File: src/rtl/tsl_pkg.sv
package tsl_pkg;
  typedef enum logic [1:0] {ST_IDLE, ST_PRED, ST_CHECK} lookupState_e;

  typedef struct packed {
    logic latchReq;
    logic fillWrite;
    logic issuePred;
    logic issueFix;
  } strobes_t;
endpackage

File: src/rtl/tsl_datapath.sv
module tsl_datapath
  import tsl_pkg::*;
#(
  parameter int SET_BITS = 4,
  parameter int WAYS     = 4,
  parameter int TAG_W    = 8,
  parameter int PTAG_W   = 4
) (
  input  logic                             clk,
  input  logic                             rstN,
  input  strobes_t                         ctl,
  input  logic [TAG_W-1:0]                 reqTag,
  input  logic [SET_BITS-1:0]              reqSet,
  input  logic [TAG_W-1:0]                 fillTag,
  input  logic [SET_BITS-1:0]              fillSet,
  output logic                             partHit,
  output logic                             fullHit,
  output logic                             wayAgree,
  output logic [$clog2(WAYS)+SET_BITS-1:0] dataAddr
);
  localparam int SETS     = 1 << SET_BITS;
  localparam int WAY_BITS = $clog2(WAYS);

  logic [TAG_W-1:0]    tagMem  [SETS][WAYS];
  logic [PTAG_W-1:0]   ptagMem [SETS][WAYS];
  logic [WAYS-1:0]     validMem[SETS];
  logic [WAY_BITS-1:0] rrPtr   [SETS];

  logic [TAG_W-1:0]    reqTagQ;
  logic [SET_BITS-1:0] reqSetQ;
  logic [WAY_BITS-1:0] predWay, predWayQ, hitWay;
  logic [WAYS-1:0]     pMatch, fMatch;

  always_ff @(posedge clk) begin
    if (!rstN) begin
      reqTagQ  <= '0;
      reqSetQ  <= '0;
      predWayQ <= '0;
    end else begin
      if (ctl.latchReq) begin
        reqTagQ <= reqTag;
        reqSetQ <= reqSet;
      end
      if (ctl.issuePred) predWayQ <= predWay;
    end
  end

  for (genvar s = 0; s < SETS; s++) begin : g_set
    always_ff @(posedge clk) begin
      if (!rstN) begin
        validMem[s] <= '0;
        rrPtr[s]    <= '0;
        for (int w = 0; w < WAYS; w++) begin
          tagMem[s][w]  <= '0;
          ptagMem[s][w] <= '0;
        end
      end else if (ctl.fillWrite && fillSet == SET_BITS'(s)) begin
        tagMem[s][rrPtr[s]]   <= fillTag;
        ptagMem[s][rrPtr[s]]  <= fillTag[PTAG_W-1:0];
        validMem[s][rrPtr[s]] <= 1'b1;
        rrPtr[s]              <= rrPtr[s] + 1'b1;
      end
    end
  end

  for (genvar w = 0; w < WAYS; w++) begin : g_way
    assign pMatch[w] = validMem[reqSetQ][w] && ptagMem[reqSetQ][w] == reqTagQ[PTAG_W-1:0];
    assign fMatch[w] = validMem[reqSetQ][w] && tagMem[reqSetQ][w] == reqTagQ;
  end

  always_comb begin
    partHit = 1'b0;
    predWay = '0;
    fullHit = 1'b0;
    hitWay  = '0;
    for (int w = WAYS - 1; w >= 0; w--) begin
      if (pMatch[w]) begin
        partHit = 1'b1;
        predWay = WAY_BITS'(w);
      end
      if (fMatch[w]) begin
        fullHit = 1'b1;
        hitWay  = WAY_BITS'(w);
      end
    end
  end

  assign wayAgree = (hitWay == predWayQ);
  assign dataAddr = {ctl.issueFix ? hitWay : predWay, reqSetQ};
endmodule

File: src/rtl/tsl_control.sv
module tsl_control
  import tsl_pkg::*;
(
  input  logic     clk,
  input  logic     rstN,
  input  logic     reqValid,
  input  logic     fillValid,
  input  logic     partHit,
  input  logic     fullHit,
  input  logic     wayAgree,
  output strobes_t ctl,
  output logic     reqReady,
  output logic     dataAddrValid,
  output logic     dataKill,
  output logic     respValid,
  output logic     respHit,
  output logic     respMispredict
);
  lookupState_e state, stateNext;

  always_ff @(posedge clk) begin
    if (!rstN) state <= ST_IDLE;
    else       state <= stateNext;
  end

  always_comb begin
    ctl            = '0;
    stateNext      = state;
    reqReady       = 1'b0;
    dataAddrValid  = 1'b0;
    dataKill       = 1'b0;
    respValid      = 1'b0;
    respHit        = 1'b0;
    respMispredict = 1'b0;
    unique case (state)
      ST_IDLE: begin
        reqReady = !fillValid;
        if (fillValid) begin
          ctl.fillWrite = 1'b1;
        end else if (reqValid) begin
          ctl.latchReq = 1'b1;
          stateNext    = ST_PRED;
        end
      end
      ST_PRED: begin
        if (!partHit) begin
          respValid = 1'b1;
          stateNext = ST_IDLE;
        end else begin
          ctl.issuePred = 1'b1;
          dataAddrValid = 1'b1;
          stateNext     = ST_CHECK;
        end
      end
      ST_CHECK: begin
        respValid = 1'b1;
        respHit   = fullHit;
        stateNext = ST_IDLE;
        if (fullHit && !wayAgree) begin
          ctl.issueFix   = 1'b1;
          dataAddrValid  = 1'b1;
          dataKill       = 1'b1;
          respMispredict = 1'b1;
        end else if (!fullHit) begin
          dataKill = 1'b1;
        end
      end
      default: stateNext = ST_IDLE;
    endcase
  end
endmodule

File: src/rtl/tsl_lookup.sv
module tsl_lookup
  import tsl_pkg::*;
#(
  parameter int SET_BITS = 4,
  parameter int WAYS     = 4,
  parameter int TAG_W    = 8,
  parameter int PTAG_W   = 4
) (
  input  logic                             clk,
  input  logic                             rstN,
  input  logic                             reqValid,
  output logic                             reqReady,
  input  logic [TAG_W-1:0]                 reqTag,
  input  logic [SET_BITS-1:0]              reqSet,
  input  logic                             fillValid,
  input  logic [TAG_W-1:0]                 fillTag,
  input  logic [SET_BITS-1:0]              fillSet,
  output logic                             dataAddrValid,
  output logic [$clog2(WAYS)+SET_BITS-1:0] dataAddr,
  output logic                             dataKill,
  output logic                             respValid,
  output logic                             respHit,
  output logic                             respMispredict
);
  strobes_t ctl;
  logic partHit, fullHit, wayAgree;

  tsl_control ctrl_i (
    .clk, .rstN, .reqValid, .fillValid, .partHit, .fullHit, .wayAgree,
    .ctl, .reqReady, .dataAddrValid, .dataKill, .respValid, .respHit,
    .respMispredict
  );

  tsl_datapath #(
    .SET_BITS(SET_BITS), .WAYS(WAYS), .TAG_W(TAG_W), .PTAG_W(PTAG_W)
  ) dp_i (
    .clk, .rstN, .ctl, .reqTag, .reqSet, .fillTag, .fillSet,
    .partHit, .fullHit, .wayAgree, .dataAddr
  );
endmodule

File: config.mk
export PLATFORM = sky130hd
export DESIGN_NAME = tsl_lookup
export DESIGN_NICKNAME = d
export VERILOG_FILES = /design/src/rtl/tsl_pkg.sv /design/src/rtl/tsl_datapath.sv /design/src/rtl/tsl_control.sv /design/src/rtl/tsl_lookup.sv
export SDC_FILE = /design/constraint.sdc
export NUM_CORES = 1
export LEC_CHECK = 0
export BUFFER_PORTS_ARGS = -buffer_cell sky130_fd_sc_hd__buf_2
export CORE_ASPECT_RATIO = 1.2
export CORE_MARGIN = 2
export CORE_UTILIZATION = 28
export CTS_CLUSTER_SIZE = 24
export DETAILED_ROUTE_END_ITERATION = 16
export REMOVE_ABC_BUFFERS = 1
export SYNTH_ARGS = -nofsm -noshare
export SYNTH_HDL_FRONTEND = slang
export SYNTH_SLANG_ARGS = --single-unit
File: constraint.sdc
create_clock -name clk -period 6.3 [get_ports clk]
set_input_delay 1.575 -clock clk [delete_from_list [all_inputs] [get_ports clk]]
set_output_delay 1.575 -clock clk [all_outputs]
set_load 0.01 [all_outputs]
==> results.py <==
metrics = {
    "run_status": {
        "status": "finished clean",
    },
    "synth": {
        "synth_seq_area_share_pct": 61.5,
        "yosys.area.top_type": "edfxtp_1",
        "netlist_instances": 2072,
        "yosysWarningCount": 0,
        "number_of_synthesized_flops_with_an_enable_pin": 604,
        "yosysTopAreaCellShare_pct": 59.9,
        "syn-mean-instance-area_um2": 14.6,
        "postSynth.topFlopCell": "edfxtp_1",
        "synth.lib_cells_used.distinct": 70,
        "synth.ff_latch_count": 628,
        "synth_area_leaders": "edfxtp_1 (60%), and3_1 (11%), mux4_2 (9.8%)",
        "synth_area_um2": 30300,
        "asyncSetResetFlopFracSynth_pct": 0,
    },
    "grt": {
        "total_routing_usage_gr_pct": 15.9,
        "grt_overflow": 0,
        "vias_in_the_first_global_route": 18800,
        "grt_max_degree": 65,
        "antenna_found_initial": 5,
        "first_pass_grt_wire_length_um": 131000,
    },
    "power": {
        "internal_power_mw": 7.23,
        "power_density_nw_per_um2": 277,
        "power.share.combinational_pct": 8.0,
        "power.sequential.fraction_pct": 50.6,
        "pwr-share-clk_pct": 41.4,
        "total_leakage_power_nw": 13.9,
        "peak_ir_drop_on_the_vdd_network_mv": 0.173,
        "switchingPower_mw": 2.26,
        "netSwitchingFraction_pct": 23.8,
    },
    "min_path": {
        "holdPathStages": 2,
        "min_to": "dp_i.validMem[8][2]$_DFF_P_",
        "worstHoldPathType": "flop to flop",
        "holdCritStartpoint": "dp_i.validMem[8][2]$_DFF_P_",
    },
    "sta": {
        "grt_setup_unrepaired": "no",
        "rel_slew_slack_pct": 28.6,
        "finalWorstPathRequiredPeriod_ns": 6.04,
        "hold_fails_final_rpt": 0,
        "final_setup_margin_ns": 0.255,
        "max_slew.worst_pin.slew_ns": 1.07,
        "drv_slew": 0,
        "final_min_period_over_clock_period_pct": 96.0,
        "max_freq_mhz": 165,
        "setup_viol": 0,
        "finalHoldWorstSlack_ns": 0.470,
        "setup-tns-final_ns": 0,
        "worst_clock_skew_ns": 0.0298,
    },
    "final_layout": {
        "area.growth.synth_to_final_pct": 13.2,
        "final_cell_mix": "edfxtp_1 (604), and3_1 (516), mux4_2 (132)",
        "antennaDiodeCount": 0,
        "layout.cells.most_common": "edfxtp_1",
        "num-nets-final": 2168,
        "share_of_cells_above_drive_strength_1_pct": 17.7,
    },
    "worst_setup_path": {
        "setup.reg_to_reg.worst_slack_ns": 2.59,
        "cp.arrival_ns": 4.47,
        "max_stage_delay_ns": 0.65,
        "r2r_cells": 7,
        "critical_path_required_ns": 4.72,
        "critical_path_peak_fanout": 38,
        "cp_cell_sequence": "buf_12 -> mux4_2 -> mux2i_1 -> mux2i_1 -> xor2_1 -> nor4_4 -> buf_4 -> nand3_2 -> o21ai_1 -> a211oi_1 -> or3_1 -> buf_2",
        "timing.critical_path.buf_inv": 3,
        "crit_slowest_cell": "dfxtp_4",
        "critical_path.reg2reg.endpoint": "dp_i.ptagMem[11][13]$_DFFE_PP_",
        "worstSetupPathType": "flop to output port",
        "critical_path.most_common_cell": "mux2i_1",
        "startpoint_type": "flop",
        "crit-reg2reg-launch": "ctrl_i.state[0]$_SDFFE_PN0P_",
        "critical_path.endpoint_type": "output port",
        "critical-path-top-delay-family": "multiplexers",
    },
    "floorplanning": {
        "ios": 40,
        "initial_utilization_pct": 28.1,
        "die-width_um": 304,
        "die_y_um": 364,
        "placeableCoreArea_um2": 108000,
        "floorplan.rows": 132,
        "dieArea_um2": 111000,
    },
    "detailed_routing": {
        "avgRoutedWirePerCell_um": 25.5,
        "vias": 18600,
        "antenna_left": 0,
        "wirelength_um": 90000,
        "route.detailed.drc": 0,
        "first_pass_iters": 7,
        "detailed_route_iter0_violations": 1949,
        "viasPerCell": 5.27,
    },
    "placed_design": {
        "place_hpwl_um": 58800,
        "gp_routability_congestion": 0.914,
        "buffer_ports.inserted": 39,
        "pre_cts_setup_slack_ns": 0.513,
    },
    "job": {
        "max_cap_viols": 0,
    },
    "clock_network": {
        "cts.htree.levels": 3,
        "cts_tree": "done",
        "clock_network_latency_to_the_later_pin_of_the_worst_skew_pair_ns": 0.63,
        "max-clock-path-buffers": 3,
        "cts-buffers-inserted": 68,
        "tritoncts_num_sinks": 628,
        "cts-root-buf": "clkbuf_16",
        "cts.clk_slew.worst_paths_ns": 0.07,
    },
}
[kinds of logic (layout without fill, tap and decap cells)]
logic type / after synthesis / in the layout / synth area share (%)
AND/OR/NAND/NOR: 824 / 824 / 16.6
buffers and inverters: 217 / 272 / 3.20
multiplexers: 232 / 232 / 13.3
AO/OA/AOI/OAI: 72 / 72 / 1.73
flip-flops: 628 / 628 / 61.5
adder cells (fa/ha/maj): 67 / 67 / 2.77
XOR/XNOR: 32 / 32 / 0.925
[timing repair]
| action | in CTS | in global routing |
|---|---|---|
| hold buffers | 0 | 0 |
| pin swaps | 0 | 1 |
| setup buffers | 3 | 4 |
| gates resized for setup | 0 | 1 |
| setup endpoints to repair | 5 | 3 |
[metal layers]
metal	vias up	track usage, %	share of wire, %
met3	171	2.63	7.4
met4	8	6.61	3.6
li1	7994	-	-
met5	-	0	0.042
met1	9598	19.8	39
met2	845	27.5	50
[sequential cells by signal, summed over array words and instances (netlist names), named ones only]
register and count:
dp_i.tagMem 323, dp_i.ptagMem 189, dp_i.validMem 64, dp_i.rrPtr 32, dp_i.reqTagQ 8, dp_i.reqSetQ 4, ctrl_i.state 2, dp_i.predWayQ 2
[worst max-delay path by stage]
stage / from / end / slack [ns] / depth (start not counted)
final: flop / dataAddr[4] / 0.26 / 12
after detailed placement: flop / dataAddrValid / 0.51 / 11
after global routing: flop / dataAddr[5] / 0.12 / 13
after CTS: flop / dataAddrValid / 0.08 / 11
after global placement: flop / dataAddr[5] / 0.55 / 13
after floorplan: flop / dataAddr[4] / -2.09 / 8
[synth_stat cells (19+ instances only)]
cell	number
nor2_1	29
nor2b_1	28
o21ai_0	20
dfxtp_1	24
mux2i_1	85
xor2_1	23
and3_1	516
edfxtp_1	604
clkbuf_1	120
and2_1	82
nand2_1	35
buf_2	19
inv_1	39
ha_1	67
nand2b_1	64
mux4_2	132
nor3_1	22
[through the flow]
stage	instances	power [mW]	utilization [%]	area, um^2
after floorplan	1895	5.28	-	29500
after global placement	3403	5.61	29.7	32000
after detailed placement	3403	5.63	29.7	32000
after CTS	3530	9.52	31.8	34200
after global routing	3534	9.73	31.8	34300
final	3534	9.48	31.8	34300
[final cells by class]
class,instances,area [um^2]
flip-flops and latches,628,18600
inverters,40,150
repair buffers,108,856
well taps,1407,1760
clock buffers,92,1860
clock inverters,32,272
fillers,10400,73400
multi-input cells,1227,10700
[worst min-delay path: stages (launching register included)]
cell	delay (ns)
dfxtp_1	0.31
nand2_1	0.06
nand2_1	0.05
[power by group through the flow]
stage / clock [mW] / combinational [mW] / sequential, mW
floorplan: 0 / 0.411 / 4.87
global placement: 0 / 0.714 / 4.89
detailed placement: 0 / 0.727 / 4.90
CTS: 3.98 / 0.746 / 4.80
global route: 4.12 / 0.803 / 4.81
finish: 3.92 / 0.762 / 4.80
Power figures use the tool's default switching activity.
